<file path="src/rtl/irq_flag_pkg.sv">
package irq_flag_pkg;
    localparam int DW     = 8;
    localparam int TOP_N  = 7;
    localparam int SUB_N  = 3;

    // device-wide bit positions
    localparam int TB_TWARN = 0;
    localparam int TB_TSD   = 1;
    localparam int TB_OVP   = 2;
    localparam int TB_GPIO  = 3;
    localparam int TB_SYNC  = 4;
    localparam int TB_LDRDY = 5;
    localparam int TB_RST   = 6;

    // per-regulator bit positions
    localparam int SB_ILIM = 0;
    localparam int SB_SC   = 1;
    localparam int SB_PG   = 2;

    localparam logic [TOP_N-1:0] TOP_MASKABLE = 7'b111_1001;
    localparam logic [TOP_N-1:0] TOP_HOLDABLE = 7'b000_0111;
    localparam logic [TOP_N-1:0] TOP_STATBITS = 7'b001_0111;
    localparam logic [SUB_N-1:0] SUB_MASKABLE = 3'b101;
    localparam logic [SUB_N-1:0] SUB_HOLDABLE = 3'b001;
    localparam logic [SUB_N-1:0] SUB_STATBITS = 3'b101;

    // address layout
    localparam int A_TOP_FLAG = 0;
    localparam int A_TOP_MASK = 1;
    localparam int A_TOP_STAT = 2;
    localparam int A_SUMMARY  = 3;
    localparam int A_REG_BASE = 4;
    localparam int REG_STRIDE = 3;

    function automatic int reg_addr(int idx, int off);
        return A_REG_BASE + REG_STRIDE * idx + off;
    endfunction
endpackage

</file>
<file path="src/rtl/irq_flag_bank.sv">
module irq_flag_bank #(
    parameter int               W       = 3,
    parameter logic [W-1:0]     HOLD_EN = '0
) (
    input  logic         clk,
    input  logic         rst_n,
    input  logic [W-1:0] set_i,
    input  logic [W-1:0] hold_i,
    input  logic         clr_we_i,
    input  logic [W-1:0] clr_data_i,
    output logic [W-1:0] flag_o
);
    typedef struct packed {
        logic [W-1:0] flag;
    } bank_st_t;

    bank_st_t st_d, st_q;
    logic [W-1:0] clr_ok;

    always_comb begin
        st_d   = st_q;
        clr_ok = clr_data_i & {W{clr_we_i}} & ~(hold_i & HOLD_EN);
        // new events dominate any clear in the same cycle
        st_d.flag = set_i | (st_q.flag & ~clr_ok);
    end

    always_ff @(posedge clk or negedge rst_n) begin
        if (!rst_n) st_q <= '0;
        else        st_q <= st_d;
    end

    assign flag_o = st_q.flag;
endmodule

</file>
<file path="src/rtl/irq_mask_bank.sv">
module irq_mask_bank #(
    parameter int           W    = 3,
    parameter logic [W-1:0] IMPL = '1
) (
    input  logic         clk,
    input  logic         rst_n,
    input  logic         we_i,
    input  logic [W-1:0] data_i,
    output logic [W-1:0] mask_o
);
    typedef struct packed {
        logic [W-1:0] mask;
    } mask_st_t;

    mask_st_t st_d, st_q;

    always_comb begin
        st_d = st_q;
        if (we_i) st_d.mask = data_i & IMPL;
    end

    always_ff @(posedge clk or negedge rst_n) begin
        if (!rst_n) st_q <= '0;
        else        st_q <= st_d;
    end

    assign mask_o = st_q.mask;
endmodule

</file>
<file path="src/rtl/irq_flag_ctrl.sv">
module irq_flag_ctrl
    import irq_flag_pkg::*;
#(
    parameter int NUM_REG = 4,
    parameter int ADDR_W  = 6
) (
    input  logic               clk,
    input  logic               rst_n,
    input  logic [NUM_REG-1:0] ilim_evt,
    input  logic [NUM_REG-1:0] ilim_act,
    input  logic [NUM_REG-1:0] sc_evt,
    input  logic [NUM_REG-1:0] pg_evt,
    input  logic [NUM_REG-1:0] pg_act,
    input  logic               twarn_evt,
    input  logic               twarn_act,
    input  logic               tsd_evt,
    input  logic               tsd_act,
    input  logic               ovp_evt,
    input  logic               ovp_act,
    input  logic               gpio_evt,
    input  logic               sync_evt,
    input  logic               sync_act,
    input  logic               ldrdy_evt,
    input  logic               start_pin_rise,
    input  logic               start_uvlo,
    input  logic               start_sw,
    input  logic               wr_en,
    input  logic [ADDR_W-1:0]  addr,
    input  logic [DW-1:0]      wdata,
    output logic [DW-1:0]      rdata,
    output logic               irq_n
);
    localparam logic [ADDR_W-1:0] AD_TFLAG = ADDR_W'(A_TOP_FLAG);
    localparam logic [ADDR_W-1:0] AD_TMASK = ADDR_W'(A_TOP_MASK);
    localparam logic [ADDR_W-1:0] AD_TSTAT = ADDR_W'(A_TOP_STAT);
    localparam logic [ADDR_W-1:0] AD_SUMM  = ADDR_W'(A_SUMMARY);

    // device-wide sources
    logic [TOP_N-1:0] top_set, top_hold, top_stat, top_flag, top_mask;
    logic             top_flag_we, top_mask_we;

    // per-regulator sources
    logic [SUB_N-1:0]         reg_flag [NUM_REG];
    logic [SUB_N-1:0]         reg_mask [NUM_REG];
    logic [SUB_N-1:0]         reg_stat [NUM_REG];
    logic [NUM_REG-1:0]       summary;
    logic [NUM_REG-1:0]       reg_pend;
    logic [SUB_N*NUM_REG-1:0] reg_flag_flat;

    always_comb begin
        top_set           = '0;
        top_set[TB_TWARN] = twarn_evt;
        top_set[TB_TSD]   = tsd_evt;
        top_set[TB_OVP]   = ovp_evt;
        top_set[TB_GPIO]  = gpio_evt;
        top_set[TB_SYNC]  = sync_evt;
        top_set[TB_LDRDY] = ldrdy_evt;
        top_set[TB_RST]   = start_pin_rise | start_uvlo | start_sw;

        top_hold           = '0;
        top_hold[TB_TWARN] = twarn_act;
        top_hold[TB_TSD]   = tsd_act;
        top_hold[TB_OVP]   = ovp_act;

        top_stat           = '0;
        top_stat[TB_TWARN] = twarn_act;
        top_stat[TB_TSD]   = tsd_act;
        top_stat[TB_OVP]   = ovp_act;
        top_stat[TB_SYNC]  = sync_act;
        top_stat           = top_stat & TOP_STATBITS;
    end

    assign top_flag_we = wr_en && (addr == AD_TFLAG);
    assign top_mask_we = wr_en && (addr == AD_TMASK);

    irq_flag_bank #(.W(TOP_N), .HOLD_EN(TOP_HOLDABLE)) u_top_flags (
        .clk        (clk),
        .rst_n      (rst_n),
        .set_i      (top_set),
        .hold_i     (top_hold),
        .clr_we_i   (top_flag_we),
        .clr_data_i (wdata[TOP_N-1:0]),
        .flag_o     (top_flag)
    );

    irq_mask_bank #(.W(TOP_N), .IMPL(TOP_MASKABLE)) u_top_mask (
        .clk    (clk),
        .rst_n  (rst_n),
        .we_i   (top_mask_we),
        .data_i (wdata[TOP_N-1:0]),
        .mask_o (top_mask)
    );

    for (genvar i = 0; i < NUM_REG; i++) begin : g_reg
        localparam logic [ADDR_W-1:0] AD_F = ADDR_W'(reg_addr(i, 0));
        localparam logic [ADDR_W-1:0] AD_M = ADDR_W'(reg_addr(i, 1));

        logic [SUB_N-1:0] set_v, hold_v;
        logic             flag_we, mask_we;

        always_comb begin
            set_v          = '0;
            set_v[SB_ILIM] = ilim_evt[i];
            set_v[SB_SC]   = sc_evt[i];
            set_v[SB_PG]   = pg_evt[i];
            hold_v          = '0;
            hold_v[SB_ILIM] = ilim_act[i];
            reg_stat[i]          = '0;
            reg_stat[i][SB_ILIM] = ilim_act[i];
            reg_stat[i][SB_PG]   = pg_act[i];
            reg_stat[i]          = reg_stat[i] & SUB_STATBITS;
        end

        assign flag_we = wr_en && (addr == AD_F);
        assign mask_we = wr_en && (addr == AD_M);

        irq_flag_bank #(.W(SUB_N), .HOLD_EN(SUB_HOLDABLE)) u_flags (
            .clk        (clk),
            .rst_n      (rst_n),
            .set_i      (set_v),
            .hold_i     (hold_v),
            .clr_we_i   (flag_we),
            .clr_data_i (wdata[SUB_N-1:0]),
            .flag_o     (reg_flag[i])
        );

        irq_mask_bank #(.W(SUB_N), .IMPL(SUB_MASKABLE)) u_mask (
            .clk    (clk),
            .rst_n  (rst_n),
            .we_i   (mask_we),
            .data_i (wdata[SUB_N-1:0]),
            .mask_o (reg_mask[i])
        );

        assign summary[i]                     = |reg_flag[i];
        assign reg_pend[i]                    = |(reg_flag[i] & ~reg_mask[i]);
        assign reg_flag_flat[i*SUB_N +: SUB_N] = reg_flag[i];
    end

    // read multiplexer
    always_comb begin
        rdata = '0;
        if (addr == AD_TFLAG) rdata = DW'(top_flag);
        if (addr == AD_TMASK) rdata = DW'(top_mask);
        if (addr == AD_TSTAT) rdata = DW'(top_stat);
        if (addr == AD_SUMM)  rdata = DW'(summary);
        for (int i = 0; i < NUM_REG; i++) begin
            if (addr == ADDR_W'(reg_addr(i, 0))) rdata = DW'(reg_flag[i]);
            if (addr == ADDR_W'(reg_addr(i, 1))) rdata = DW'(reg_mask[i]);
            if (addr == ADDR_W'(reg_addr(i, 2))) rdata = DW'(reg_stat[i]);
        end
    end

    // unimplemented mask bits stay 0, so unmaskable flags always count
    assign irq_n = ~(|(top_flag & ~top_mask) | |reg_pend);
endmodule

</file>
<file path="config.mk">
export PLATFORM = sky130hd
export DESIGN_NAME = irq_flag_ctrl
export DESIGN_NICKNAME = d
export VERILOG_FILES = /design/src/rtl/irq_flag_pkg.sv /design/src/rtl/irq_flag_bank.sv /design/src/rtl/irq_mask_bank.sv /design/src/rtl/irq_flag_ctrl.sv
export SDC_FILE = /design/constraint.sdc
export NUM_CORES = 1
export LEC_CHECK = 0
export ABC_AREA = 1
export ABC_CLOCK_PERIOD_IN_PS = 1450
export BUFFER_PORTS_ARGS = -buffer_cell sky130_fd_sc_hd__buf_2
export CAP_MARGIN = 10
export CORE_ASPECT_RATIO = 1.2
export CORE_MARGIN = 2
export CORE_UTILIZATION = 35
export CTS_BUF_LIST = sky130_fd_sc_hd__clkbuf_8
export CTS_CLUSTER_DIAMETER = 40
export DETAILED_ROUTE_END_ITERATION = 8
export PLACE_DENSITY = 0.55
export SKIP_LAST_GASP = 1
export SLEW_MARGIN = 20
export SYNTH_ARGS = -nofsm -noshare
export SYNTH_HDL_FRONTEND = slang
export SYNTH_SLANG_ARGS = --single-unit
</file>
<file path="constraint.sdc">
create_clock -name clk -period 1.45 [get_ports clk]
set_input_delay 0.0725 -clock clk [delete_from_list [all_inputs] [get_ports clk]]
set_output_delay 0.0725 -clock clk [all_outputs]
set_load 0.005 [all_outputs]
</file>
==> impl_metrics.json <==
{
  "outcome": "finished, violations left",
  "violations": "negative hold slack, negative setup slack",
  "clockRootBuffer": "clkbuf_8",
  "power_frac_comb_pct": 15.8,
  "critical_path_class": "reg2out",
  "antenna_found_initial": 0,
  "drtIter0Drc": 74,
  "ys_seq_area_share_pct": 41.8,
  "drive_gt1_share_pct": 32.0,
  "path_cells": "inv_1 > o22ai_1 > nor4_1 > nand4_1 > nor4_2 > buf_2",
  "fmax_mhz": 570,
  "r2r_start": "g_reg[2].u_flags.flag_o[2]",
  "groute.usage.overall_pct": 20.3,
  "slowest_delay_ns": 0.40,
  "rows": 29,
  "finalWorstSetupSlack_ns": -0.306,
  "fin_nets": 411,
  "fin_crit_sh_pct": 121,
  "numCtsBuffers": 5,
  "switching_share_pct": 26.5,
  "rsz0062_at_grt": "true",
  "ir_drop_uv": 484,
  "die_w_um": 71.5,
  "grt_max_degree": 18,
  "finClkSkew_ns": 0,
  "cp_data_arrival_time_ns": 1.68,
  "synth_warnings": 0,
  "ant_nets": 0,
  "synth_area_mm2": 0.00191,
  "routedWlPerCell_um": 13.9,
  "dr.pass1.iters": 4,
  "worst_hold_startpoint": "sc_evt[0]",
  "clk_latency_ns": 0.28,
  "io_buffers": 56,
  "start_util_pct": 36.1,
  "ys_ff_latch": 32,
  "path_max_fanout": 3,
  "cp_top_family": "simple AND/OR/NAND/NOR gates",
  "critPathSlowestCell": "dfrtp_1",
  "switchingPower_w": 0.000532,
  "hold_depth": 2,
  "syn_area_per_cell_um2": 7.54,
  "synth_ff_type": "dfrtp_1",
  "cts_tree": "built",
  "synth_edf_count": 0,
  "synthArstFlopShare_pct": 100,
  "period_needed_ns": 1.76,
  "drc": 0,
  "drt-total-wl_um": 5900,
  "h-tree-depth": 2,
  "cts_sinks": 32,
  "end_kind": "output port",
  "p_per_area_mw_per_mm2": 710,
  "grt_pass1_wl_um": 9540,
  "total_power_w": 0.00200,
  "hold_viol_final": 1,
  "max-clock-path-buffers": 2,
  "synth_area_leaders": "dfrtp_1 (42%), nand2_1 (11%), inv_1 (8.6%)",
  "place_congestion": 0.886,
  "die_h_um": 85.0,
  "place_hpwl_um": 4570,
  "yosysTopAreaCell": "dfrtp_1",
  "setup_viol": 3,
  "clkSlewWorstSetupHoldPaths_ns": 0.07,
  "crit_path_start_kind": "register",
  "crit_required_ns": 1.38,
  "avgViaCountPerCell": 4.86,
  "startpoint": "g_reg[0].u_flags.flag_o[2]",
  "core_mm2": 0.00530,
  "clockPowerShare_pct": 35.0,
  "dieArea_mm2": 0.00608,
  "fin_hold_ws_ns": -0.000895,
  "fill_cells": 548,
  "syn_nets": 304,
  "yosys.area.top_type_share_pct": 41.8,
  "grt_pass1_vias": 2108,
  "area_delta_synth_final_pct": 47.5,
  "drv_cap": 0,
  "overflow": 0,
  "via_count": 2061,
  "hold_class": "in2reg",
  "intPower_w": 0.00147,
  "syn_inst": 254,
  "final_core_util_pct": 53.3,
  "power_frac_seq_pct": 49.1,
  "total_leakage_power_nw": 1.49,
  "drv_slew": 0,
  "ios": 59,
  "n_antenna_cell": 0,
  "r2r_cells": 5,
  "path_depth": 6,
  "crit_buf_inv": 2,
  "ys_types": 33
}
per-layer routing:
metal,track usage (%),share of wire (%),vias to the layer above
met5,0,0,-
met4,7.38,2.4,0
met3,4.51,4.0,13
met2,35.2,50,54
met1,24.6,44,948
li1,-,-,1046
synth_stat cells (2+ instances only):
cell type / instances
nor2_4: 4
o21ai_0: 22
nor4_1: 2
inv_2: 2
nand4_1: 11
nand2_1: 56
o22ai_1: 6
inv_1: 44
a21oi_1: 2
nor2_2: 4
nor3_1: 7
o21bai_1: 15
o41ai_1: 2
dfrtp_1: 32
o211ai_1: 2
nand3_1: 6
nor2_1: 21
flip-flops by register name, indices dropped and copies added, names as in the netlist:
name / count
g.u_mask.mask_o: 8
g.u_flags.flag_o: 12
u_top_mask.mask_o: 5
u_top_flags.flag_o: 7
logic make-up after synthesis:
| kind of cell | count (synthesis) | synth area share [%] |
|---|---|---|
| and+or+nand+nor | 117 | 29.7 |
| AOI/OAI and AO/OA | 55 | 18.5 |
| buffers and inverters | 49 | 9.80 |
| DFF | 32 | 41.8 |
| other | 1 | 0.196 |
cell usage in the layout, fill, tap and decap left out, types with 5 or more instances in the layout:
master / netlist / final
inv_1: 44 / 43
nand4_1: 11 / 11
clkbuf_8: 0 / 6
nor2_1: 21 / 20
dlygate4sd3_1: 0 / 20
inv_2: 2 / 5
nor2_4: 4 / 5
nor3_1: 7 / 6
nand2_1: 56 / 55
o22ai_1: 6 / 6
o21bai_1: 15 / 15
buf_4: 1 / 25
buf_2: 0 / 56
o21ai_0: 22 / 21
dfrtp_1: 32 / 32
timing repair:
item                                    in CTS  in global routing
pin swaps                                    3                 10
endpoints found under the hold margin       34                  0
buffers inserted                             2                  2
gates resized for setup                      5                 11
hold buffers                                20                  0
cloned                                       0                  0
endpoints found under the setup margin       4                  5
layout make-up:
cell class              instances  area [µm²]  share of cell area, %
clock buffers                   6        82.6                   2.92
clock inverters                 2        7.51                  0.266
inverters                      47         176                   6.25
multi-input cells             173         991                   35.1
flip-flops and latches         32         801                   28.4
well taps                      62        77.6                   2.75
repair buffers                102         688                   24.4
power groups by stage:
stage / Combinational (W) / Sequential [W] / Clock, W
2_1_floorplan: 0.000121 / 0.000986 / 0
4_1_cts: 0.000315 / 0.000984 / 0.000716
5_1_grt: 0.000356 / 0.000991 / 0.000747
3_5_place_dp: 0.000273 / 0.00100 / 0
3_3_place_gp: 0.000270 / 0.000999 / 0
6_report: 0.000317 / 0.000984 / 0.000702
through the flow:
| stage | TNS [ns] | setup WS (ns) | cells | area (µm²) | hold WS [ns] |
|---|---|---|---|---|---|
| after detailed placement | -0.0225 | -0.0225 | 392 | 2440 | 0.0397 |
| after global routing | -1.18 | -0.453 | 424 | 2820 | 0.00847 |
| final | -0.763 | -0.306 | 424 | 2820 | -0.000895 |
| after CTS | -0.867 | -0.333 | 422 | 2760 | 0.00299 |
| after floorplan | 0 | 0.304 | 254 | 1910 | -0.223 |
| after global placement | -0.0171 | -0.0171 | 392 | 2440 | 0.0423 |
worst paths after layout:
path                                              end  slack, ns
max in group asynchronous        u_top_mask.mask_o[0]       0.76
max                                             irq_n      -0.31
max reg2reg                g_reg[2].u_flags.flag_o[2]       0.48
min                        g_reg[0].u_flags.flag_o[1]    -0.0009
min reg2reg                      u_top_mask.mask_o[4]       0.51
min in group asynchronous  g_reg[2].u_flags.flag_o[1]       0.26
No activity file was read; power rests on OpenSTA's default activity.
